File: config.mk
export PLATFORM = sky130hd
export DESIGN_NAME = xirq_ctrl
export DESIGN_NICKNAME = d
export VERILOG_FILES = /design/src/rtl/xirq_pkg.sv /design/src/rtl/xirq_sync.sv /design/src/rtl/xirq_src.sv /design/src/rtl/xirq_arb.sv /design/src/rtl/xirq_ctrl.sv
export SDC_FILE = /design/constraint.sdc
export NUM_CORES = 1
export LEC_CHECK = 0
export CELL_PAD_IN_SITES_DETAIL_PLACEMENT = 1
export CELL_PAD_IN_SITES_GLOBAL_PLACEMENT = 1
export CORE_MARGIN = 5
export CORE_UTILIZATION = 45
export DETAILED_ROUTE_END_ITERATION = 16
export DONT_BUFFER_PORTS = 1
export GPL_TIMING_DRIVEN = 0
export PLACE_DENSITY = 0.71
export SLEW_MARGIN = 20
export SYNTH_ARGS = -nofsm -noshare
export SYNTH_HDL_FRONTEND = slang
export SYNTH_HIERARCHICAL = 1
export SYNTH_SLANG_ARGS = --single-unit
File: constraint.sdc
create_clock -name clk -period 1.7 [get_ports clk]
set_input_delay 0.17 -clock clk [delete_from_list [all_inputs] [get_ports clk]]
set_output_delay 0.17 -clock clk [all_outputs]
set_load 0.02 [all_outputs]
File: src/rtl/xirq_pkg.sv
package xirq_pkg;
  // configuration port target select
  typedef enum logic {
    CFG_MASK = 1'b0,
    CFG_TRIG = 1'b1
  } cfg_sel_e;
endpackage

File: src/rtl/xirq_sync.sv
module xirq_sync #(
  parameter int W      = 3,
  parameter int STAGES = 2
) (
  input  logic         clk,
  input  logic [W-1:0] d,
  output logic [W-1:0] q,
  output logic [W-1:0] q_prev
);
  // STAGES synchronizer flops plus one history flop for edge detection
  localparam int DEPTH = STAGES + 1;
  logic [W-1:0] chain [DEPTH];

  generate
    for (genvar g = 0; g < DEPTH; g++) begin : g_stage
      if (g == 0) begin : g_first
        always_ff @(posedge clk) chain[g] <= d;
      end else begin : g_next
        always_ff @(posedge clk) chain[g] <= chain[g-1];
      end
    end
  endgenerate

  assign q      = chain[STAGES-1];
  assign q_prev = chain[STAGES];
endmodule

File: src/rtl/xirq_src.sv
module xirq_src (
  input  logic clk,
  input  logic rst_n,
  input  logic lvl_req,
  input  logic fall_ev,
  input  logic masked,
  input  logic edge_mode,
  input  logic ack_hit,
  output logic active
);
  logic pend_q;
  logic raw_req;

  // a new edge wins over an acknowledge in the same cycle
  always_ff @(posedge clk) begin
    if (!rst_n)         pend_q <= 1'b0;
    else if (edge_mode) pend_q <= (pend_q & ~ack_hit) | fall_ev;
    else                pend_q <= 1'b0;
  end

  assign raw_req = edge_mode ? pend_q : lvl_req;
  assign active  = rst_n & ~masked & raw_req;

  assert_pend_hold_R6: assert property (@(posedge clk) disable iff (!rst_n)
    (pend_q && edge_mode && !ack_hit) |=> pend_q);
  assert_pend_cause_R6: assert property (@(posedge clk) disable iff (!rst_n)
    $rose(pend_q) |-> $past(fall_ev));
  assert_mask_quiet_R8: assert property (@(posedge clk) disable iff (!rst_n)
    masked |-> !active);
endmodule

File: src/rtl/xirq_arb.sv
module xirq_arb #(
  parameter int N  = 3,
  parameter int IW = 2
) (
  input  logic          clk,
  input  logic          rst_n,
  input  logic [N-1:0]  act,
  output logic          any,
  output logic [IW-1:0] idx
);
  // lowest index has the highest priority
  function automatic logic [IW-1:0] first_set(input logic [N-1:0] v);
    logic [IW-1:0] r;
    r = '0;
    for (int i = N - 1; i >= 0; i--) begin
      if (v[i]) r = IW'(i);
    end
    return r;
  endfunction

  assign any = |act;
  assign idx = first_set(act);

  assert_idx_range_R9: assert property (@(posedge clk) disable iff (!rst_n)
    any |-> (int'(idx) < N));
  assert_top_prio_R9: assert property (@(posedge clk) disable iff (!rst_n)
    act[0] |-> (idx == '0));
endmodule

File: src/rtl/xirq_ctrl.sv
module xirq_ctrl #(
  parameter int NUM_SRC  = 3,
  parameter int SYNC_LEN = 2,
  parameter int STOP_SRC = 0,
  localparam int IW      = $clog2(NUM_SRC)
) (
  input  logic               clk,
  input  logic               rst_n,
  input  logic [NUM_SRC-1:0] pin_n,
  input  logic               cfg_we,
  input  logic               cfg_sel,
  input  logic [NUM_SRC-1:0] cfg_data,
  input  logic               ack_valid,
  input  logic [IW-1:0]      ack_idx,
  input  logic               core_waiting,
  input  logic               core_stopped,
  output logic [NUM_SRC-1:0] boot_mode,
  output logic               irq_req,
  output logic [IW-1:0]      irq_idx,
  output logic               wake_wait,
  output logic               wake_stop
);
  import xirq_pkg::*;

  logic [NUM_SRC-1:0] pin_q, pin_prev;
  logic [NUM_SRC-1:0] fall_ev, lvl_req;
  logic [NUM_SRC-1:0] mask_q, trig_q, mode_q;
  logic [NUM_SRC-1:0] active, ack_hit;

  xirq_sync #(.W(NUM_SRC), .STAGES(SYNC_LEN)) u_sync (
    .clk(clk), .d(pin_n), .q(pin_q), .q_prev(pin_prev)
  );

  // named events for the source slices and assertions
  assign lvl_req = ~pin_q;
  assign fall_ev = pin_prev & ~pin_q & {NUM_SRC{rst_n}};

  // boot mode follows the pins only while reset is held
  always_ff @(posedge clk) begin
    if (!rst_n) mode_q <= pin_q;
  end
  assign boot_mode = mode_q;

  always_ff @(posedge clk) begin
    if (!rst_n) begin
      mask_q <= '1;
      trig_q <= '0;
    end else if (cfg_we) begin
      if (cfg_sel_e'(cfg_sel) == CFG_TRIG) trig_q <= cfg_data;
      else                                 mask_q <= cfg_data;
    end
  end

  generate
    for (genvar s = 0; s < NUM_SRC; s++) begin : g_src
      assign ack_hit[s] = ack_valid && (ack_idx == IW'(s));
      xirq_src u_src (
        .clk(clk), .rst_n(rst_n), .lvl_req(lvl_req[s]), .fall_ev(fall_ev[s]),
        .masked(mask_q[s]), .edge_mode(trig_q[s]), .ack_hit(ack_hit[s]),
        .active(active[s])
      );
    end
  endgenerate

  xirq_arb #(.N(NUM_SRC), .IW(IW)) u_arb (
    .clk(clk), .rst_n(rst_n), .act(active), .any(irq_req), .idx(irq_idx)
  );

  assign wake_wait = core_waiting & irq_req;
  assign wake_stop = core_stopped & active[STOP_SRC];

  assert_mode_hold_R2: assert property (@(posedge clk) disable iff (!rst_n)
    $past(rst_n) |-> $stable(boot_mode));
  assert_stop_only_a_R11: assert property (@(posedge clk) disable iff (!rst_n)
    wake_stop |-> (irq_req && irq_idx == IW'(STOP_SRC)));
  assert_wait_cause_R10: assert property (@(posedge clk) disable iff (!rst_n)
    wake_wait |-> (|active));
endmodule

# Word level (Yosys, flattened, before mapping)
# Memories as Yosys holds them, arrays and structs flattened.
# Cells that the tools add are included.
dict set report classes {
  eq_ne 2
  mux 6
  bitwise 24
  n_reduce_logical 10
}
# op count
set ops {}
lappend ops {{$and A1 B1 Y1} 11}
lappend ops {{$reduce_and A2 Y1} 5}
lappend ops {{$not A1 Y1} 7}
lappend ops {{$and A3 B3 Y3} 2}
lappend ops {{$mux W2} 3}
lappend ops {{$logic_and A1 B1 Y1} 3}
lappend ops {{$mux W1} 3}
lappend ops {{$not A3 Y3} 1}
lappend ops {{$or A1 B1 Y1} 3}
lappend ops {{$reduce_or A3 Y1} 1}
lappend ops {{$eq A2 B1 Y1 const B} 1}
lappend ops {{$eq A2 B2 Y1 const B} 1}
lappend ops {{$logic_not A2 Y1} 1}
dict set report word_totals {
  ff_bits 12
  ram_bits 9
  out_inout_bits 8
  wordCells 49
  mem_count 1
}
# name words word_bits rd rd_clocked_by_memory_dff write_ports line_no
set mem_list {}
lappend mem_list {u_sync.chain 3 3 3 0 3 xirq_sync.sv:12} ;# logic [W-1:0] chain [DEPTH];

# Depth between registers and ports, before layout
# Gate-level depths: netlist of the first run.
dict set report depth {
  ltp_word 6
  mapped_depth 6
}

# Modules after synthesis
# The synthesis of the first run kept the hierarchy.
# mod n_inst cells_per_inst area_per_inst_um2 seq_area_each_um2
set by_module_without_submodules {}
lappend by_module_without_submodules {xirq_ctrl 1 42 421.7 210.2}
lappend by_module_without_submodules {xirq_sync 1 15 225.2 180.2}
lappend by_module_without_submodules {xirq_src 3 5 58.8 20.0}
lappend by_module_without_submodules {xirq_arb 1 3 20.0 0.0}

# Worst setup path before layout of the first run
# OpenSTA, ideal clock, no wires.
dict set report synth_path {
  kind {register -> output}
  startpoint {mem u_sync.chain[1][1] (netlist: u_sync/chain[0][4])}
  endpoint {out wake_wait}
  t_arrival_ns 1.360
  slack_ns 0.170
  stages_incl_launch_ff 7
  path_buffers 1
  cell_sequence {dfxtp_1 buf_4 inv_1 mux2i_1 nor3b_2 or3_1 and2_1}
}
# element line_no
set synth_lines {}
lappend synth_lines {{start, declared} xirq_sync.sv:12}
lappend synth_lines {{end, declared} xirq_ctrl.sv:20} ;# output logic wake_wait,

# Final worst setup path of the first run
dict set report layout_path {
  startpoint {reg trig_q[0]}
  endpoint {out wake_wait}
}
dict set report layout_via {
  elab_chain_len 4
}
# element line_no
set layout_rtl {}
lappend layout_rtl {{start, declared} xirq_ctrl.sv:27} ;# logic [NUM_SRC-1:0] mask_q, trig_q, mode_q;
lappend layout_rtl {{start signal, assigned} xirq_ctrl.sv:49} ;# if (cfg_sel_e'(cfg_sel) == CFG_TRIG) trig_q <= cfg_data;
lappend layout_rtl {{$mux W1} xirq_src.sv:21} ;# assign raw_req = edge_mode ? pend_q : lvl_req;
lappend layout_rtl {{$and A1 B1 Y1} xirq_src.sv:22} ;# assign active = rst_n & ~masked & raw_req;
lappend layout_rtl {{net active[0]} xirq_ctrl.sv:28} ;# logic [NUM_SRC-1:0] active, ack_hit;
lappend layout_rtl {{$reduce_or A3 Y1} xirq_arb.sv:21} ;# assign any = |act;
lappend layout_rtl {{net irq_req} xirq_ctrl.sv:18} ;# output logic irq_req,
lappend layout_rtl {{$and A1 B1 Y1} xirq_ctrl.sv:69} ;# assign wake_wait = core_waiting & irq_req;
# The timed path passes the listed nets, and every way through them passes these cells.

==> out/qor.yml, run 1 <==
port_buffers: 0
synthCells: 75
vias: 554
yosys-top-cells-area: "dfxtp_1 (43%), edfxtp_1 (11%), buf_4 (5.3%)"
arrival_ns: 1.59
ir_worst_vdd_mv: 0.476
maxCapViolations: 0
postRouteAntennaNets: 0
rsz0062_at_grt: "true"
fin_skew_ns: 0.00260
r2r-end: "g_src[0].u_src/pend_q"
max_freq_mhz: 569
rows: 15
worst_slack_ns: -0.0561
drt_first_pass_iters: 3
clock-sinks: 21
die_w_um: 53.3
die_y_um: 53.3
netlist_area_um2: 843
hold_viol_final: 0
grtUsageTotal: 0.126
min_path_type: "input pin to flop"
hold_path_end: "trig_q[2]"
syn_avg_cell_area_um2: 11.2
crit_slowest_cell: "or3_4"
synth.distinct_cells: 21
stdcell_count: 110
worst_pin_slew_ns: 0.383
layout_commonest_cell: "dfxtp_1"
fin_crit_sh: 1.03
cp_top_family: "simple AND/OR/NAND/NOR gates"
start_kind: "flop"
cts_made_buffers: 3
power_w: 0.000853
dp_hpwl_mm: 1.13
pin_count: 23
cts_tree: "yes"
drc_errors: 0
grt-ovfl-total: 0
areaGrowthSynthToFinish_pct: 19.0
cts_htree_levels: 1
cp.buffers_inverters: 0
yosysWarnings: 6
cts_buffer_depth: 2
core_area_um2: 1750
relSlewSlack: 0.743
powerDensity_nw_per_um2: 850
fillerInstances: 196
status: "finished with violations"
critPathKind: "flop to output port"
path_cells: "mux2i_4 -> nor3b_2 -> or3_4 -> and2_4"
rrSetupSlack_ns: 0.77
crit_path_end_kind: "output port"
violations: "negative setup slack"
place_congestion: 0.679
min_period_ns: 1.76
final_util: 0.575
antenna_found_initial: 0
drive_gt1_frac: 0.388
place_ws_ns: 0.0643
place_inst: 100
synth_nets: 90
grt_pass1_vias: 537
min_from: "cfg_data[2]"
holdPathStages: 2
crit_required_ns: 1.53
diodes: 0
grt_max_degree: 13
wire_per_inst_um: 14.5
first_iter_violations: 2
netlist.area_leader.share: 0.427
dpl-instance-area_um2: 875
p_leak_nw: 0.464
fin_nets: 101
ys_ff_latch: 21
drv_slew: 0
r2r-start: "u_sync/chain[0][6]"
yosysSeqAreaShare: 0.534
cp_max_fo: 3
design_area_um2: 1000
mostFrequentLayoutCells: "dfxtp_1 (12), dlygate4sd3_1 (6), buf_4 (6)"
vias_per_cell: 5.04
dieArea_um2: 2840
synth_area_leader_cell: "dfxtp_1"
r2r_cells: 3
clk-insertion-delay-late_ns: 0.29
cp.depth: 4
grt_pass1_wl_mm: 2.49
ctsRootBufferMaster: "clkbuf_4"
critPathMaxStageDelay_ns: 0.43
totalWireLength_mm: 1.60
start_util: 0.483
setup_viol: 1
path_clk_slew_ns: 0.11
## flip-flops by register name (all words and copies together), names as in the netlist
register and count:
u_sync/chain 9, boot_mode 3, g_src.u_src/pend_q 3, mask_q 3, trig_q 3
## worst max-delay path by stage
stage,startpoint,endpoint
6_report,trig_q[0],wake_wait
3_3_place_gp,u_sync/chain[0][4],wake_wait
5_1_grt,trig_q[2],wake_wait
2_1_floorplan,u_sync/chain[0][4],wake_wait
3_5_place_dp,u_sync/chain[0][4],wake_wait
4_1_cts,trig_q[1],wake_wait
## layer usage
metal,share of wire,track usage,routed length (um),up-vias
met5,0,0,0,-
met4,0.010,0.0638,16,0
met3,0.060,0.0310,95,2
met2,0.48,0.210,772,14
met1,0.45,0.147,711,263
li1,-,-,-,275
## layout make-up
| class | count | area, um2 | area share |
|---|---|---|---|
| Buffer | 4 | 27.5 | 0.0274 |
| Clock buffer | 3 | 22.5 | 0.0224 |
| Clock inverter | 1 | 5.00 | 0.00499 |
| Inverter | 7 | 26.3 | 0.0262 |
| Multi-Input combinational cell | 40 | 348 | 0.347 |
| Sequential cell | 21 | 460 | 0.459 |
| Tap cell | 25 | 31.3 | 0.0312 |
| Timing Repair Buffer | 9 | 82.6 | 0.0823 |
## synth_stat cells
master    number
and2_1         2
and2_4         1
and3_1         3
and3b_1        2
buf_2          1
buf_4          6
dfxtp_1       18
edfxtp_1       3
inv_1          7
mux2i_1        3
nand2_1        3
nand3b_1       3
nand4_1        3
nor2b_1        4
nor2b_4        1
nor3b_1        2
nor3b_2        3
o211a_1        3
o211ai_1       3
o21ai_2        3
or3_1          1
## per-stage QoR
| step | hold slack (ns) | setup TNS [ns] |
|---|---|---|
| 2_1_floorplan | 0.198 | 0 |
| 3_3_place_gp | 0.198 | 0 |
| 3_5_place_dp | 0.198 | 0 |
| 4_1_cts | 0.00133 | -0.124 |
| 5_1_grt | 0.00481 | -0.146 |
| 6_report | 0.0153 | -0.0561 |
## where the power goes
| part | internal [W] | total, W | switching, W | leakage, nW |
|---|---|---|---|---|
| Sequential | 0.000528 | 0.000546 | 0.0000179 | 0.180 |
| Clock | 0.0000875 | 0.000227 | 0.000140 | 0.0177 |
| Combinational | 0.0000460 | 0.0000795 | 0.0000334 | 0.266 |
## cell families after synthesis
kind of cell | Yosys count | share of synthesized area
multiplexers | 3 | 0.0356
AND/OR/NAND/NOR | 28 | 0.246
flip-flops | 21 | 0.534
AO/OA/AOI/OAI | 9 | 0.0935
buffers and inverters | 14 | 0.0905
## repair_timing
action / in CTS / in global routing
hold endpoints to repair: 7 / 1
endpoints found under the setup margin: 3 / 4
resized for setup: 11 / 6
pin swaps: 5 / 4
hold buffers: 5 / 1
setup buffers: 2 / 1
No activity file was read; power rests on OpenSTA's default activity.
==> run 2: changes to the inputs <==
--- a/config.mk
+++ b/config.mk
@@ -12,7 +12,7 @@
 export DETAILED_ROUTE_END_ITERATION = 16
 export DONT_BUFFER_PORTS = 1
 export GPL_TIMING_DRIVEN = 0
-export PLACE_DENSITY = 0.71
+export PLACE_DENSITY = 0.73
 export SLEW_MARGIN = 20
 export SYNTH_ARGS = -nofsm -noshare
 export SYNTH_HDL_FRONTEND = slang
==> out/qor.yml, run 2 (synthesized netlist as in run 1, its figures left out) <==
status: "finished with violations"  # unchanged
violations: "negative setup slack"  # unchanged
critPathKind: "flop to output port"  # unchanged
rsz0062_at_grt: "true"  # unchanged
worst_slack_ns: -0.0562  # was -0.0561 ns
dieArea_um2: 2840  # unchanged
grtUsageTotal: 0.129  # was 0.126
drc_errors: 0  # unchanged
path_cells: "mux2i_2 -> nor3b_2 -> or3_4 -> and2_4"  # was mux2i_4 -> nor3b_2 -> or3_4 -> and2_4
start_kind: "flop"  # unchanged
crit_slowest_cell: "or3_4"  # unchanged
dp_hpwl_mm: 1.15  # was 1.13 mm
clk-insertion-delay-late_ns: 0.29  # about the same
p_leak_nw: 0.476  # was 0.464 nW
cp_top_family: "simple AND/OR/NAND/NOR gates"  # unchanged
cts_made_buffers: 3  # unchanged
drv_slew: 0  # unchanged
vias: 574  # was 554
min_path_type: "input pin to flop"  # unchanged
clock-sinks: 21  # unchanged
wl_met3_um: 116  # was 95 um
place_congestion: 0.668  # was 0.679
ctsRootBufferMaster: "clkbuf_4"  # unchanged
powerDensity_nw_per_um2: 852  # was 850 nW/um2
cts_htree_levels: 1  # unchanged
setup_viol: 1  # unchanged
die_w_um: 53.3  # unchanged
first_iter_violations: 1  # was 2
core_area_um2: 1750  # unchanged
drt_first_pass_iters: 4  # was 3
design_area_um2: 1000  # about the same
grt_pass1_wl_mm: 2.60  # was 2.49 mm
met2_length_um: 798  # was 772 um
largest_register_ffs: 9  # unchanged
grt_max_degree: 13  # unchanged
drive_gt1_frac: 0.414  # was 0.388
grt_pass1_vias: 605  # was 537
largest_register: "u_sync/chain"  # unchanged
die_y_um: 53.3  # unchanged
cp_max_fo: 2  # was 3
fin_setup_tns_ns: -0.0562  # was -0.0561 ns
pin_count: 23  # unchanged
ir_worst_vdd_mv: 0.591  # was 0.476 mV
diodes: 0  # unchanged
dpl-instance-area_um2: 875  # unchanged
min_period_ns: 1.76  # about the same
arrival_ns: 1.59  # about the same
fin_crit_sh: 1.03  # about the same
fin_skew_ns: 0.00619  # was 0.00260 ns
place_inst: 100  # unchanged
worst_pin_slew_ns: 0.386  # was 0.383 ns
cts_tree: "yes"  # unchanged
vias_per_cell: 5.13  # was 5.04
maxCapViolations: 0  # unchanged
rows: 15  # unchanged
drt-met1-wl_um: 687  # was 711 um
fin_nets: 103  # was 101
start_util: 0.483  # unchanged
top_layer_used: "met4"  # unchanged
totalWireLength_mm: 1.62  # was 1.60 mm
cp.buffers_inverters: 0  # unchanged
critPathMaxStageDelay_ns: 0.43  # about the same
max_freq_mhz: 569  # about the same
path_clk_slew_ns: 0.12  # was 0.11 ns
wire_per_inst_um: 14.4  # was 14.5 um
stdcell_count: 112  # was 110
areaGrowthSynthToFinish_pct: 19.1  # was 19.0%
port_buffers: 0  # unchanged
crit_path_end_kind: "output port"  # unchanged
mostFrequentLayoutCells: "dfxtp_1 (12), buf_4 (9), dfxtp_2 (6)"  # was dfxtp_1 (12), dlygate4sd3_1 (6), buf_4 (6)
antenna_found_initial: 0  # unchanged
hold_viol_final: 0  # unchanged
layout_commonest_cell: "dfxtp_1"  # unchanged
crit_required_ns: 1.53  # about the same
relSlewSlack: 0.742  # was 0.743
cts_buffer_depth: 2  # unchanged
grt-ovfl-total: 0  # unchanged
postRouteAntennaNets: 0  # unchanged
## run 2: cell types whose count changed in the layout (fill, tap and decap cells not counted), sizes merged
cell and delta:
dlygate4sd3 -1, buf +3
## run 2: final cells by class
type                       instances  area [um2]
buffer                             4        27.5
clock buffer                       3        22.5
clock inverter                     1        5.00
fill                             180         741
inverter                           7        26.3
multi-input combinational         40         339
sequential                        21         458
tap                               25        31.3
timing repair buffer              11        95.1
## run 2: routing by layer
metal | vias to the layer above | track usage
li1 | 277 | -
met3 | 2 | 0.0451
met2 | 21 | 0.218
met1 | 274 | 0.144
met5 | - | 0
met4 | 0 | 0.0553
## run 2: worst paths after layout
check	start	to	slack [ns]	cells past startpoint
worst min-delay path	cfg_data[2]	trig_q[2]	0.02	2
worst min register to register	u_sync/chain[0][0]	u_sync/chain[0][3]	0.33	0
worst max-delay path	trig_q[2]	wake_wait	-0.06	4
worst max register to register	u_sync/chain[0][8]	g_src[2].u_src/pend_q	0.81	3
## run 2: report_power, final
group	internal (W)	switching [W]
Clock	0.0000874	0.000142
Sequential	0.000529	0.0000170
Combinational	0.0000464	0.0000340
## run 2: per-stage QoR
step / hold slack, ns / total power (W) / utilization / worst slack (ns)
6_report: 0.0210 / 0.000856 / 0.576 / -0.0562
5_1_grt: 0.00333 / 0.000906 / 0.576 / -0.113
4_1_cts: 0.00322 / 0.000860 / 0.556 / -0.0619
3_5_place_dp: 0.198 / 0.000619 / 0.501 / 0.0664
3_3_place_gp: 0.198 / 0.000616 / 0.501 / 0.0850
2_1_floorplan: 0.198 / 0.000607 / - / 0.170
## run 2: timing repair
action / CTS / global route
cloned: 0 / 0
hold endpoints to repair: 7 / 1
hold buffers: 4 / 1
pin swaps: 5 / 4
gates resized for setup: 11 / 4
setup endpoints to repair: 3 / 3
buffers inserted: 4 / 2
==> run 3: changes to the inputs <==
--- a/config.mk
+++ b/config.mk
@@ -8,11 +8,12 @@
 export CELL_PAD_IN_SITES_DETAIL_PLACEMENT = 1
 export CELL_PAD_IN_SITES_GLOBAL_PLACEMENT = 1
 export CORE_MARGIN = 5
-export CORE_UTILIZATION = 45
+export CORE_UTILIZATION = 35
 export DETAILED_ROUTE_END_ITERATION = 16
 export DONT_BUFFER_PORTS = 1
 export GPL_TIMING_DRIVEN = 0
-export PLACE_DENSITY = 0.73
+export HOLD_SLACK_MARGIN = 0.08
+export PLACE_DENSITY = 0.59
 export SLEW_MARGIN = 20
 export SYNTH_ARGS = -nofsm -noshare
 export SYNTH_HDL_FRONTEND = slang
==> out/qor.yml, run 3 (synthesized netlist as in run 1, its figures left out) <==
pin_count: 23  # unchanged
core_area_um2: 2250  # was 1750 um2
fin_skew_ns: 0.00843  # was 0.00619 ns
areaGrowthSynthToFinish_pct: 30.0  # was 19.1%
fin_nets: 112  # was 103
port_buffers: 0  # unchanged
setup_viol: 1  # unchanged
min_from: "cfg_data[2]"  # unchanged
grt_pass1_wl_mm: 2.81  # was 2.60 mm
cts_htree_levels: 1  # unchanged
grt_max_degree: 13  # unchanged
path_cells: "mux2i_2 -> nor3b_2 -> or3_4 -> and2_4"  # unchanged
drt_first_pass_iters: 2  # was 4
vias: 605  # was 574
crit_required_ns: 1.53  # about the same
largest_register_ffs: 9  # unchanged
first_iter_violations: 10  # was 1
min_path_type: "input pin to flop"  # unchanged
cts_tree: "yes"  # unchanged
start_kind: "flop"  # unchanged
clk-insertion-delay-late_ns: 0.29  # about the same
path_clk_slew_ns: 0.12  # about the same
violations: "negative setup slack"  # unchanged
p_leak_nw: 0.505  # was 0.476 nW
antenna_found_initial: 0  # unchanged
wire_per_inst_um: 14.4  # about the same
r2r-start: "u_sync/chain[0][6]"  # was u_sync/chain[0][8]
dieArea_um2: 3490  # was 2840 um2
cp_top_family: "simple AND/OR/NAND/NOR gates"  # unchanged
totalWireLength_mm: 1.79  # was 1.62 mm
powerDensity_nw_per_um2: 794  # was 852 nW/um2
dp_hpwl_mm: 1.16  # was 1.15 mm
ctsRootBufferMaster: "clkbuf_4"  # unchanged
crit_slowest_cell: "or3_4"  # unchanged
start_util: 0.374  # was 0.483
mostFrequentLayoutCells: "dlygate4sd3_1 (14), dfxtp_1 (12), buf_4 (9)"  # was dfxtp_1 (12), buf_4 (9), dfxtp_2 (6)
die_y_um: 59.1  # was 53.3 um
design_area_um2: 1100  # was 1000 um2
drv_slew: 0  # unchanged
drc_errors: 0  # unchanged
layout_commonest_cell: "dlygate4sd3_1"  # was dfxtp_1
cp_max_fo: 3  # was 2
fin_crit_sh: 1.04  # was 1.03
cts_buffer_depth: 2  # unchanged
die_w_um: 59.1  # was 53.3 um
status: "finished with violations"  # unchanged
hold_viol_final: 0  # unchanged
min_period_ns: 1.77  # was 1.76 ns
diodes: 0  # unchanged
max_freq_mhz: 567  # was 569 MHz
r2r_cells: 3  # unchanged
rsz0062_at_grt: "true"  # unchanged
grt-ovfl-total: 0  # unchanged
r2r-end: "g_src[0].u_src/pend_q"  # was g_src[2].u_src/pend_q
cp.buffers_inverters: 0  # unchanged
hold_path_end: "mask_q[2]"  # was trig_q[2]
place_congestion: 0.621  # was 0.668
rrSetupSlack_ns: 0.79  # was 0.81 ns
arrival_ns: 1.60  # was 1.59 ns
critPathKind: "flop to output port"  # unchanged
clock-sinks: 21  # unchanged
relSlewSlack: 0.733  # was 0.742
largest_register: "u_sync/chain"  # unchanged
worst_pin_slew_ns: 0.400  # was 0.386 ns
critPathMaxStageDelay_ns: 0.41  # was 0.43 ns
grtUsageTotal: 0.105  # was 0.129
maxCapViolations: 0  # unchanged
dpl-instance-area_um2: 878  # was 875 um2
drive_gt1_frac: 0.365  # was 0.414
ir_worst_vdd_mv: 0.553  # was 0.591 mV
crit_path_end_kind: "output port"  # unchanged
holdPathStages: 2  # unchanged
vias_per_cell: 4.88  # was 5.13
cts_made_buffers: 3  # unchanged
grt_pass1_vias: 601  # was 605
rows: 17  # was 15
worst_slack_ns: -0.0652  # was -0.0562 ns
place_ws_ns: 0.0653  # was 0.0664 ns
postRouteAntennaNets: 0  # unchanged
run 3: per-layer routing:
layer,routed length (um),track usage,part of all wire,vias to the layer above
met1,805,0.138,0.45,291
met5,0,0,0,-
met2,863,0.175,0.48,13
met4,14,0.0291,0.0078,0
met3,105,0.0218,0.059,2
li1,-,-,-,299
run 3: metrics by stage:
step	hold WS, ns	cells	total power (W)	TNS, ns	util
2_1_floorplan	0.198	75	0.000607	0	-
3_3_place_gp	0.198	103	0.000617	0	0.390
3_5_place_dp	0.198	103	0.000619	0	0.390
4_1_cts	0.0804	121	0.000876	-0.0677	0.473
5_1_grt	0.0840	124	0.000915	-0.138	0.486
6_report	0.0772	124	0.000870	-0.0652	0.486
run 3: area by class of cell:
type	count	area (um2)
timing repair buffer	20	185
sequential	21	458
tap	28	35.0
clock buffer	3	22.5
buffer	4	27.5
fill	260	1160
multi-input combinational	40	337
inverter	7	26.3
clock inverter	1	5.00
run 3: timing repair:
item,CTS,global route
hold buffers,13,1
hold endpoints to repair,12,1
endpoints found under the setup margin,3,3
buffers inserted,4,2
gates resized for setup,13,1
pin swaps,5,3
run 3: worst max path at each step:
stage | startpoint | endpoint | slack [ns] | depth (start not counted)
2_1_floorplan | u_sync/chain[0][4] | wake_wait | 0.17 | 6
3_3_place_gp | u_sync/chain[0][3] | wake_wait | 0.08 | 6
3_5_place_dp | u_sync/chain[0][3] | wake_wait | 0.07 | 6
4_1_cts | trig_q[1] | wake_wait | -0.07 | 4
5_1_grt | trig_q[0] | wake_wait | -0.11 | 4
6_report | trig_q[0] | wake_wait | -0.07 | 4
run 3: where the power goes:
| part | internal (W) | switching, W | leakage, nW |
|---|---|---|---|
| combinational | 0.0000571 | 0.0000391 | 0.307 |
| clock | 0.0000873 | 0.000139 | 0.0177 |
| sequential | 0.000529 | 0.0000177 | 0.180 |
